<file path="src/rtl/pmc_pkg.sv">
package pmc_pkg;

    localparam int CTRL_W   = 64;
    localparam int NCTR     = 6;

    // Control bit indices, LSB-0
    localparam int FRZ_ALL_BIT  = CTRL_W - 1 - 32;
    localparam int EN_FIRST_BIT = CTRL_W - 1 - 48;
    localparam int EN_REST_BIT  = CTRL_W - 1 - 49;
    localparam int FRZ_LO_BIT   = CTRL_W - 1 - 58;
    localparam int FRZ_HI_BIT   = CTRL_W - 1 - 59;

    // Counters below this index belong to the low freeze group
    localparam int LO_GROUP_N   = 4;

    localparam logic [7:0] EVT_CYC_ANY   = 8'h1E;
    localparam logic [7:0] EVT_CYC_FIRST = 8'hF0;

    localparam int ADDR_CTRL     = 0;
    localparam int ADDR_CTR_BASE = 1;
    localparam int ADDR_SEL_BASE = 9;

endpackage

</file>
<file path="src/rtl/pmc_cycle_src.sv">
module pmc_cycle_src
    import pmc_pkg::*;
#(
    parameter int IDX   = 0,
    parameter int EVT_W = 8
) (
    input  logic [EVT_W-1:0] sel_i,
    output logic             is_cyc_o
);
    localparam bit USE_FIRST = (IDX == 0);
    localparam bit USE_ANY   = (IDX < LO_GROUP_N);
    localparam bit ALWAYS_ON = (IDX == NCTR - 1);

    logic m_first;
    logic m_any;

    assign m_first  = (sel_i == EVT_W'(EVT_CYC_FIRST));
    assign m_any    = (sel_i == EVT_W'(EVT_CYC_ANY));
    assign is_cyc_o = ALWAYS_ON | (USE_FIRST & m_first) | (USE_ANY & m_any);
endmodule

</file>
<file path="src/rtl/pmc_ctr_slice.sv">
module pmc_ctr_slice #(
    parameter int IDX   = 0,
    parameter int CTR_W = 32,
    parameter int EVT_W = 8
) (
    input  logic [CTR_W-1:0] cnt_q_i,
    input  logic [EVT_W-1:0] sel_q_i,
    input  logic             tick_i,
    input  logic             frozen_i,
    input  logic             armed_i,
    input  logic             wr_hit_i,
    input  logic [CTR_W-1:0] wr_val_i,
    output logic [CTR_W-1:0] cnt_d_o,
    output logic             trig_o
);
    localparam logic [CTR_W-1:0] EDGE_VAL = {1'b0, {(CTR_W-1){1'b1}}};

    logic is_cyc;
    logic inc;
    logic crossing;

    pmc_cycle_src #(.IDX(IDX), .EVT_W(EVT_W)) u_src (
        .sel_i    (sel_q_i),
        .is_cyc_o (is_cyc)
    );

    assign inc      = tick_i & is_cyc & ~frozen_i;
    assign crossing = inc & ~wr_hit_i & (cnt_q_i == EDGE_VAL);

    always_comb begin
        if (wr_hit_i) begin
            cnt_d_o = wr_val_i;
        end else begin
            cnt_d_o = cnt_q_i + {{(CTR_W-1){1'b0}}, inc};
        end
    end

    assign trig_o = armed_i & ~frozen_i & (cnt_q_i[CTR_W-1] | crossing);
endmodule

</file>
<file path="src/rtl/pmc_rd_mux.sv">
module pmc_rd_mux
    import pmc_pkg::*;
#(
    parameter int CTR_W  = 32,
    parameter int EVT_W  = 8,
    parameter int ADDR_W = 4
) (
    input  logic [ADDR_W-1:0]           rd_addr_i,
    input  logic [CTRL_W-1:0]           ctrl_i,
    input  logic [NCTR-1:0][CTR_W-1:0]  cnt_i,
    input  logic [NCTR-1:0][EVT_W-1:0]  sel_i,
    output logic [CTRL_W-1:0]           rd_data_o
);
    always_comb begin
        rd_data_o = '0;
        if (rd_addr_i == ADDR_W'(ADDR_CTRL)) begin
            rd_data_o = ctrl_i;
        end
        for (int k = 0; k < NCTR; k++) begin
            if (rd_addr_i == ADDR_W'(ADDR_CTR_BASE + k)) begin
                rd_data_o = CTRL_W'(cnt_i[k]);
            end
            if (rd_addr_i == ADDR_W'(ADDR_SEL_BASE + k)) begin
                rd_data_o = CTRL_W'(sel_i[k]);
            end
        end
    end
endmodule

</file>
<file path="src/rtl/pmc_bank.sv">
module pmc_bank
    import pmc_pkg::*;
#(
    parameter int CTR_W  = 32,
    parameter int EVT_W  = 8,
    parameter int ADDR_W = 4
) (
    input  logic              clk_i,
    input  logic              rst_ni,
    input  logic              cyc_tick_i,
    input  logic              wr_en_i,
    input  logic [ADDR_W-1:0] wr_addr_i,
    input  logic [63:0]       wr_data_i,
    input  logic [ADDR_W-1:0] rd_addr_i,
    output logic [63:0]       rd_data_o,
    output logic              alert_o
);
    typedef struct packed {
        logic [CTRL_W-1:0]          ctrl;
        logic [NCTR-1:0][CTR_W-1:0] cnt;
        logic [NCTR-1:0][EVT_W-1:0] sel;
        logic                       alert;
    } state_t;

    state_t st_d, st_q;

    logic [NCTR-1:0]            frz;
    logic [NCTR-1:0]            armed;
    logic [NCTR-1:0]            cnt_hit;
    logic [NCTR-1:0]            trig;
    logic [NCTR-1:0][CTR_W-1:0] cnt_nx;
    logic                       ctrl_hit;
    logic                       trig_any;

    assign ctrl_hit = wr_en_i & (wr_addr_i == ADDR_W'(ADDR_CTRL));
    assign trig_any = |trig;

    for (genvar k = 0; k < NCTR; k++) begin : g_slice
        if (k < LO_GROUP_N) begin : g_lo
            assign frz[k] = st_q.ctrl[FRZ_ALL_BIT] | st_q.ctrl[FRZ_LO_BIT];
        end else begin : g_hi
            assign frz[k] = st_q.ctrl[FRZ_ALL_BIT] | st_q.ctrl[FRZ_HI_BIT];
        end
        if (k == 0) begin : g_first
            assign armed[k] = st_q.ctrl[EN_FIRST_BIT];
        end else begin : g_rest
            assign armed[k] = st_q.ctrl[EN_REST_BIT];
        end
        assign cnt_hit[k] = wr_en_i & (wr_addr_i == ADDR_W'(ADDR_CTR_BASE + k));

        pmc_ctr_slice #(.IDX(k), .CTR_W(CTR_W), .EVT_W(EVT_W)) u_slice (
            .cnt_q_i  (st_q.cnt[k]),
            .sel_q_i  (st_q.sel[k]),
            .tick_i   (cyc_tick_i),
            .frozen_i (frz[k]),
            .armed_i  (armed[k]),
            .wr_hit_i (cnt_hit[k]),
            .wr_val_i (wr_data_i[CTR_W-1:0]),
            .cnt_d_o  (cnt_nx[k]),
            .trig_o   (trig[k])
        );

        // a frozen counter holds unless software writes it
        p_frozen_hold_r5: assert property (@(posedge clk_i) disable iff (!rst_ni)
            (frz[k] && !cnt_hit[k]) |=> $stable(st_q.cnt[k]));
    end

    always_comb begin
        st_d     = st_q;
        st_d.cnt = cnt_nx;
        for (int k = 0; k < NCTR; k++) begin
            if (wr_en_i && wr_addr_i == ADDR_W'(ADDR_SEL_BASE + k)) begin
                st_d.sel[k] = wr_data_i[EVT_W-1:0];
            end
        end
        if (ctrl_hit) begin
            st_d.ctrl = wr_data_i[CTRL_W-1:0];
            if (!wr_data_i[FRZ_ALL_BIT]) begin
                st_d.alert = 1'b0;
            end
        end
        if (trig_any) begin
            st_d.ctrl[FRZ_ALL_BIT] = 1'b1;
            st_d.alert             = 1'b1;
        end
    end

    always_ff @(posedge clk_i or negedge rst_ni) begin
        if (!rst_ni) begin
            st_q <= '0;
        end else begin
            st_q <= st_d;
        end
    end

    pmc_rd_mux #(.CTR_W(CTR_W), .EVT_W(EVT_W), .ADDR_W(ADDR_W)) u_rd (
        .rd_addr_i (rd_addr_i),
        .ctrl_i    (st_q.ctrl),
        .cnt_i     (st_q.cnt),
        .sel_i     (st_q.sel),
        .rd_data_o (rd_data_o)
    );

    assign alert_o = st_q.alert;

    // a raised alert always comes with the global freeze set
    p_alert_frozen_r7: assert property (@(posedge clk_i) disable iff (!rst_ni)
        st_q.alert |-> st_q.ctrl[FRZ_ALL_BIT]);

    // with both enables clear, a quiet alert stays quiet
    p_no_enable_quiet_r6: assert property (@(posedge clk_i) disable iff (!rst_ni)
        (!st_q.ctrl[EN_FIRST_BIT] && !st_q.ctrl[EN_REST_BIT] && !st_q.alert) |=> !st_q.alert);

    // counter 5 only changes through a software write
    p_ctr5_still_r4: assert property (@(posedge clk_i) disable iff (!rst_ni)
        !cnt_hit[4] |=> $stable(st_q.cnt[4]));

    // an unfreezing control write with no new trigger drops the alert
    p_unfreeze_clears_r10: assert property (@(posedge clk_i) disable iff (!rst_ni)
        (ctrl_hit && !wr_data_i[FRZ_ALL_BIT] && !trig_any) |=> !alert_o);
endmodule

</file>
<file path="config.mk">
export PLATFORM = sky130hd
export DESIGN_NAME = pmc_bank
export DESIGN_NICKNAME = d
export VERILOG_FILES = /design/src/rtl/pmc_pkg.sv /design/src/rtl/pmc_cycle_src.sv /design/src/rtl/pmc_ctr_slice.sv /design/src/rtl/pmc_rd_mux.sv /design/src/rtl/pmc_bank.sv
export SDC_FILE = /design/constraint.sdc
export NUM_CORES = 1
export LEC_CHECK = 0
export CORE_ASPECT_RATIO = 1.4
export CORE_MARGIN = 1.5
export CORE_UTILIZATION = 66
export CTS_BUF_LIST = sky130_fd_sc_hd__clkbuf_4 sky130_fd_sc_hd__clkbuf_8
export CTS_CLUSTER_SIZE = 14
export DETAILED_ROUTE_END_ITERATION = 12
export HOLD_SLACK_MARGIN = 0.05
export PLACE_DENSITY_LB_ADDON = 0.25
export SYNTH_ARGS = -nofsm -noshare
export SYNTH_HDL_FRONTEND = slang
export SYNTH_HIERARCHICAL = 1
export SYNTH_SLANG_ARGS = --single-unit
</file>
<file path="constraint.sdc">
create_clock -name clk_i -period 9.4 [get_ports clk_i]
set_input_delay 1.88 -clock clk_i [delete_from_list [all_inputs] [get_ports clk_i]]
set_output_delay 1.88 -clock clk_i [all_outputs]
set_load 0.01 [all_outputs]
</file>
==> results of run 1 <==
==> registers in the layout, indices dropped and copies added, names as in the netlist <==
register and count:
st_q 302, armed 2, alert_o 1
==> path summary, 6_finish.rpt <==
kind                               from             to  cells past startpoint  slack [ns]
setup / recovery           rd_addr_i[2]  rd_data_o[18]                      7        2.65
hold / removal                 st_q[37]       st_q[37]                      1        0.50
setup reg to reg                st_q[6]       st_q[75]                     10        5.80
hold reg to reg                st_q[37]       st_q[37]                      1        0.50
max in group asynchronous        rst_ni      st_q[224]                      2        6.54
min in group asynchronous        rst_ni      st_q[280]                      1        1.37
==> per-layer routing <==
| layer | part of all wire [%] | vias to the layer above | track usage [%] |
|---|---|---|---|
| met1 | 35 | 8434 | 48.7 |
| li1 | - | 7698 | - |
| met3 | 7.6 | 348 | 6.22 |
| met4 | 9.8 | 0 | 33.4 |
| met2 | 47 | 1102 | 67.8 |
| met5 | 0 | - | 0 |
==> cells by family (layout without fill, tap and decap cells) <==
| group | after synthesis | count (layout) | synth area share (%) |
|---|---|---|---|
| buf+inv | 158 | 278 | 4.67 |
| compound gates | 438 | 438 | 15.3 |
| mux | 169 | 169 | 11.3 |
| xor+xnor | 66 | 66 | 3.08 |
| other cells | 2 | 2 | 0.0400 |
| simple gates | 835 | 835 | 24.2 |
| flops | 305 | 305 | 40.6 |
| fa+ha+maj | 12 | 12 | 0.799 |
==> placed cells by master, fill, tap and decap left out, types with 34 or more instances in the layout <==
master / n
mux2_2: 76
xor2_1: 36
clkbuf_8: 60
or4_1: 108
a21oi_1: 34
o31ai_1: 78
o21ai_0: 47
nand4_1: 55
a22oi_1: 48
clkdlybuf4s50_1: 136
dfrtp_1: 305
and2_1: 45
a31oi_1: 86
nand2_1: 212
nor2_1: 118
nand3_1: 120
mux2_4: 59
o21ai_1: 68
==> through the flow <==
stage | hold WS (ns) | power, mW | setup slack, ns
final | 0.499 | 4.22 | 2.65
after global routing | 0.507 | 4.39 | 2.48
after CTS | 0.501 | 4.19 | 2.77
after detailed placement | 0.485 | 2.94 | 2.77
after global placement | 0.480 | 2.89 | 2.85
after floorplan | 0.471 | 2.50 | 4.55
==> cell type report <==
cell class	instances	area share [%]
multi-input combinational	1522	48.8
clock buffer	72	4.34
timing repair buffer	157	7.21
inverter	36	0.640
sequential	305	36.1
tap	370	2.19
clock inverter	13	0.705
==> synthesized netlist by cell type, types with 6 or more instances <==
cell type / instances / area share, %
clkbuf_1: 55 / 1.1
dfrtp_1: 305 / 41
or3_1: 21 / 0.70
mux2_2: 76 / 4.6
nand3_1: 120 / 3.2
nor2b_1: 8 / 0.27
buf_4: 8 / 0.32
nor4_1: 25 / 0.83
nand2b_1: 12 / 0.40
o21ai_1: 68 / 1.8
nand3b_1: 7 / 0.28
a31oi_1: 86 / 2.9
buf_6: 17 / 1.0
and2_1: 45 / 1.5
nor3_1: 10 / 0.27
mux2i_1: 30 / 1.6
nand4b_1: 8 / 0.37
buf_2: 23 / 0.61
or4_1: 108 / 4.3
a21oi_1: 34 / 0.91
mux2_4: 59 / 4.7
nand4_1: 55 / 1.8
or4_4: 6 / 0.36
and3_1: 31 / 1.0
nor2_1: 123 / 2.5
o211ai_1: 19 / 0.76
inv_1: 28 / 0.56
a222oi_1: 8 / 0.43
a22oi_1: 48 / 1.9
or2_1: 7 / 0.23
buf_1: 13 / 0.26
and4_1: 13 / 0.61
ha_1: 12 / 0.80
o22ai_1: 9 / 0.30
nand3_2: 6 / 0.32
buf_12: 6 / 0.64
o31ai_1: 78 / 3.1
xor2_1: 36 / 1.7
a211o_1: 8 / 0.37
o21ai_0: 47 / 1.3
clkinv_1: 6 / 0.12
o211a_1: 6 / 0.32
xnor2_1: 30 / 1.4
a311o_1: 6 / 0.32
nand2_1: 212 / 4.2
==> critical path, delay by kind of cell <==
family          cells  cell delay, ns
buf+inv             3            2.07
simple gates        3            0.76
compound gates      1            0.14
==> power groups by stage <==
stage	logic (mW)	registers, mW	clock network, mW
final	0.882	2.09	1.25
after global routing	0.956	2.11	1.32
after CTS	0.870	2.06	1.26
after detailed placement	0.864	2.08	0
after global placement	0.827	2.06	0
after floorplan	0.603	1.90	0
==> results.yml, run 1 <==
power:
  p_leak_nw: 8.21
  p_sw_share_pct: 34.1
  pwr-share-clk_pct: 29.6
  power_frac_comb_pct: 20.9
  power_density_nw_per_um2: 200
  peakVddDrop_mv: 0.148
  power_switching_mw: 1.44
  pwr-share-seq_pct: 49.5
  p_int_mw: 2.78
grt:
  grt_start_max_net_pins: 130
  grt_pass1_wl_mm: 95.2
  grtUsageTotal_pct: 41.4
  antenna_found_initial: 0
  overflow: 0
  first_global_vias: 16900
detailed_routing:
  drc: 0
  antenna_left: 0
  post_drt_wl_per_cell_microns: 24.6
  dr.pass1.iters: 6
  num_vias: 17600
  drtIter0Drc: 1805
  viasPerCell: 7.10
  totalWireLength_mm: 60.8
synth:
  synth_enable_flop_cells: 0
  synthCells: 1985
  synthArstFlopShare_pct: 100
  synth-main-ff-cell: "dfrtp_1"
  synth_cell_types: 73
  syn_area_sq_um: 18800
  ys.warnings.count: 6
  synth_fp_nets: 2073
  ys_ff_latch: 305
  synth-seq-area-share_pct: 40.6
  synth_area_per_cell_sq_um: 9.46
worst_setup_path:
  critPathCaptureType: "primary output"
  crit_chain: "clkdlybuf4s50_1 > nand2_1 > nor3_4 > buf_4 > a222oi_1 > nand2_1 > clkdlybuf4s50_1"
  crit_type: "in -> out"
  cp-start-kind: "primary input"
  max_stage_delay_ns: 1.16
  crit_fanout: 29
  cpMaxStageDelayCell: "clkdlybuf4s50_1"
  required_ns: 7.52
  cp.arrival_ns: 4.87
clocking:
  cts_resized: 0
  post_cts_buffers: 0
  cts-root-buf: "clkbuf_8"
  clock-sinks: 305
  postCtsHoldBufs: 0
  cts_buffers: 48
  path_clk_slew_ns: 0.05
  clk-insertion-delay-late_ns: 0.62
  cts_max_path_buffers: 3
  h-tree-depth: 2
  cts_tree: "built"
sta:
  fin_worst_skew_ns: 0.0539
  timing.fmax_mhz: 148
  rsz0062_at_grt: "false"
  fin_crit_ns: 6.75
  final.setup.tns_ns: 0
  setup_viol: 0
  slew_viol_final: 0
  hold_viol_final: 0
  tightest_slew_ns: 1.22
  slew_headroom_pct: 18.7
  fin_crit_sh_pct: 71.8
floorplan:
  io_pins: 141
  die_w_microns: 146
  rows: 72
  start_util_pct: 67.5
  core_area_sq_um: 27800
  die_area_sq_um: 29500
  die_h_microns: 203
placement:
  dp_hpwl_mm: 42.2
  io_buffers: 140
  placed_cell_area_sq_um: 20000
  gp_congestion: 0.981
  dp_cells: 2390
finish:
  nets: 2158
  register_area_sq_um: 7630
  drive_above_1_share_pct: 13.1
  fin_util_pct: 75.8
  design_area_sq_um: 21100
  antenna_cells: 0
  syn_to_final_growth_pct: 12.4
  multi_input_area_sq_um: 10300
  fin_cells: 2475
  num-fill-cells: 1967
min_path:
  hold_path.class: "reg -> reg"
outcome:
  status: "completed"
run:
  drv_cap: 0
Note: power is estimated with default switching activity, not from simulation.
==> run 2, diff against run 1 <==
--- a/config.mk
+++ b/config.mk
@@ -7,7 +7,7 @@
 export LEC_CHECK = 0
 export CORE_ASPECT_RATIO = 1.4
 export CORE_MARGIN = 1.5
-export CORE_UTILIZATION = 66
+export CORE_UTILIZATION = 61
 export CTS_BUF_LIST = sky130_fd_sc_hd__clkbuf_4 sky130_fd_sc_hd__clkbuf_8
 export CTS_CLUSTER_SIZE = 14
 export DETAILED_ROUTE_END_ITERATION = 12
==> constraint.sdc (replaced) <==
create_clock -name clk_i -period 6.8 [get_ports clk_i]
set_input_delay 1.36 -clock clk_i [delete_from_list [all_inputs] [get_ports clk_i]]
set_output_delay 1.36 -clock clk_i [all_outputs]
set_load 0.01 [all_outputs]
==> run 2 against run 1 <==
- core utilization shrank 5.3 points
- setup slack lost 1.2 ns
- flip-flop and latch count is the same
- via count shrank 2.3%
==> results.yml, run 2 (same netlist as run 1, synthesis figures left out) <==
grt:
  grt_pass1_wl_mm: 91.3
  grtUsageTotal_pct: 37.8
  antenna_found_initial: 0
  first_global_vias: 16500
  overflow: 0
  grt_start_max_net_pins: 133
floorplan:
  start_util_pct: 62.4
  die_w_microns: 151
  die_h_microns: 211
  io_pins: 141
  core_area_sq_um: 30100
  die_area_sq_um: 31900
  rows: 75
detailed_routing:
  totalWireLength_mm: 59.6
  antenna_left: 0
  dr.pass1.iters: 6
  viasPerCell: 6.88
  post_drt_wl_per_cell_microns: 23.9
  num_vias: 17200
  drtIter0Drc: 1572
  drc: 0
clocking:
  cts_resized: 0
  cts_buffers: 50
  cts-root-buf: "clkbuf_8"
  cts_max_path_buffers: 3
  cts_tree: "built"
  clock-sinks: 305
  h-tree-depth: 2
  post_cts_buffers: 0
  path_clk_slew_ns: 0.06
  postCtsHoldBufs: 0
  clk-insertion-delay-late_ns: 0.62
sta:
  final.setup.tns_ns: 0
  tightest_slew_ns: 1.02
  hold_viol_final: 0
  fin_crit_ns: 5.31
  rsz0062_at_grt: "false"
  slew_headroom_pct: 32.3
  fin_worst_skew_ns: 0.0337
  fin_crit_sh_pct: 78.1
  slew_viol_final: 0
  timing.fmax_mhz: 188
  setup_viol: 0
outcome:
  status: "completed"
finish:
  final_common_cell: "dfrtp_1"
  drive_above_1_share_pct: 13.4
  fin_util_pct: 70.5
  top_register: "st_q"
  nets: 2161
  syn_to_final_growth_pct: 13.1
  layout_common_cells: "dfrtp_1, nand2_1, clkdlybuf4s50_1"
  antenna_cells: 0
  largest_reg_flops: 302
worst_setup_path:
  crit_type: "in -> out"
  critical_path_buf_inv_count: 4
  cp_top_family: "buffers and inverters"
  max_stage_delay_ns: 0.69
  required_ns: 5.44
  cp-start-kind: "primary input"
  cpMaxStageDelayCell: "buf_2"
  cp.arrival_ns: 3.95
  crit_fanout: 51
  critPathCaptureType: "primary output"
  crit_chain: "buf_2 > inv_2 > nand2_1 > nor2_1 > buf_4 > a22oi_1 > nand3_1 > clkdlybuf4s50_1"
min_path:
  hold_path.class: "reg -> reg"
run:
  drv_cap: 0
placement:
  gp_congestion: 0.980
  io_buffers: 140
  dp_hpwl_mm: 42.3
power:
  total_power_mw: 5.91
  peakVddDrop_mv: 0.179
  power_density_nw_per_um2: 278
  p_leak_nw: 8.28
==> run 2: layout make-up <==
| type | instances | area (sq um) |
|---|---|---|
| Clock buffer | 80 | 1030 |
| Clock inverter | 11 | 130 |
| Fill cell | 2337 | 8880 |
| Inverter | 36 | 135 |
| Multi-Input combinational cell | 1522 | 10300 |
| Sequential cell | 305 | 7630 |
| Tap cell | 385 | 482 |
| Timing Repair Buffer | 158 | 1540 |
==> run 2: worst paths after layout <==
path / from / to / depth (start not counted) / slack [ns]
max: rd_addr_i[3] / rd_data_o[19] / 8 / 1.49
min: st_q[243] / st_q[243] / 1 / 0.49
max reg2reg: st_q[8] / st_q[79] / 10 / 3.25
min reg2reg: st_q[243] / st_q[243] / 1 / 0.49
max in group asynchronous: rst_ni / st_q[45] / 2 / 4.46
min in group asynchronous: rst_ni / st_q[283] / 1 / 0.77
==> run 2: layer usage <==
| layer | routed length (microns) | global-route usage, % |
|---|---|---|
| met4 | 5750 | 32.2 |
| met1 | 21500 | 44.1 |
| met2 | 28300 | 61.2 |
| met5 | 0 | 0 |
| met3 | 4050 | 4.69 |
==> run 2: report_power, final <==
part | internal (mW) | leakage (nW) | total, mW | switching, mW
Combinational | 0.632 | 3.96 | 1.22 | 0.585
Sequential | 2.24 | 3.70 | 2.85 | 0.610
Clock | 1.07 | 0.618 | 1.84 | 0.772
==> run 2: metrics by stage <==
step	setup slack, ns	hold slack (ns)	std cells	cell area [sq um]
5_1_grt	1.31	0.511	2497	21200
3_5_place_dp	1.57	0.485	2406	20100
3_3_place_gp	1.52	0.478	2406	20100
2_1_floorplan	2.99	0.471	1985	18800
4_1_cts	1.56	0.499	2497	21200
6_report	1.49	0.495	2497	21200
==> run 2: worst reg2reg max path: cells and delay by family, from the launching register on <==
| kind | cells | cell delay, ns |
|---|---|---|
| compound gates | 2 | 0.32 |
| fa+ha+maj | 2 | 0.67 |
| flops | 1 | 0.44 |
| simple gates | 6 | 2.02 |
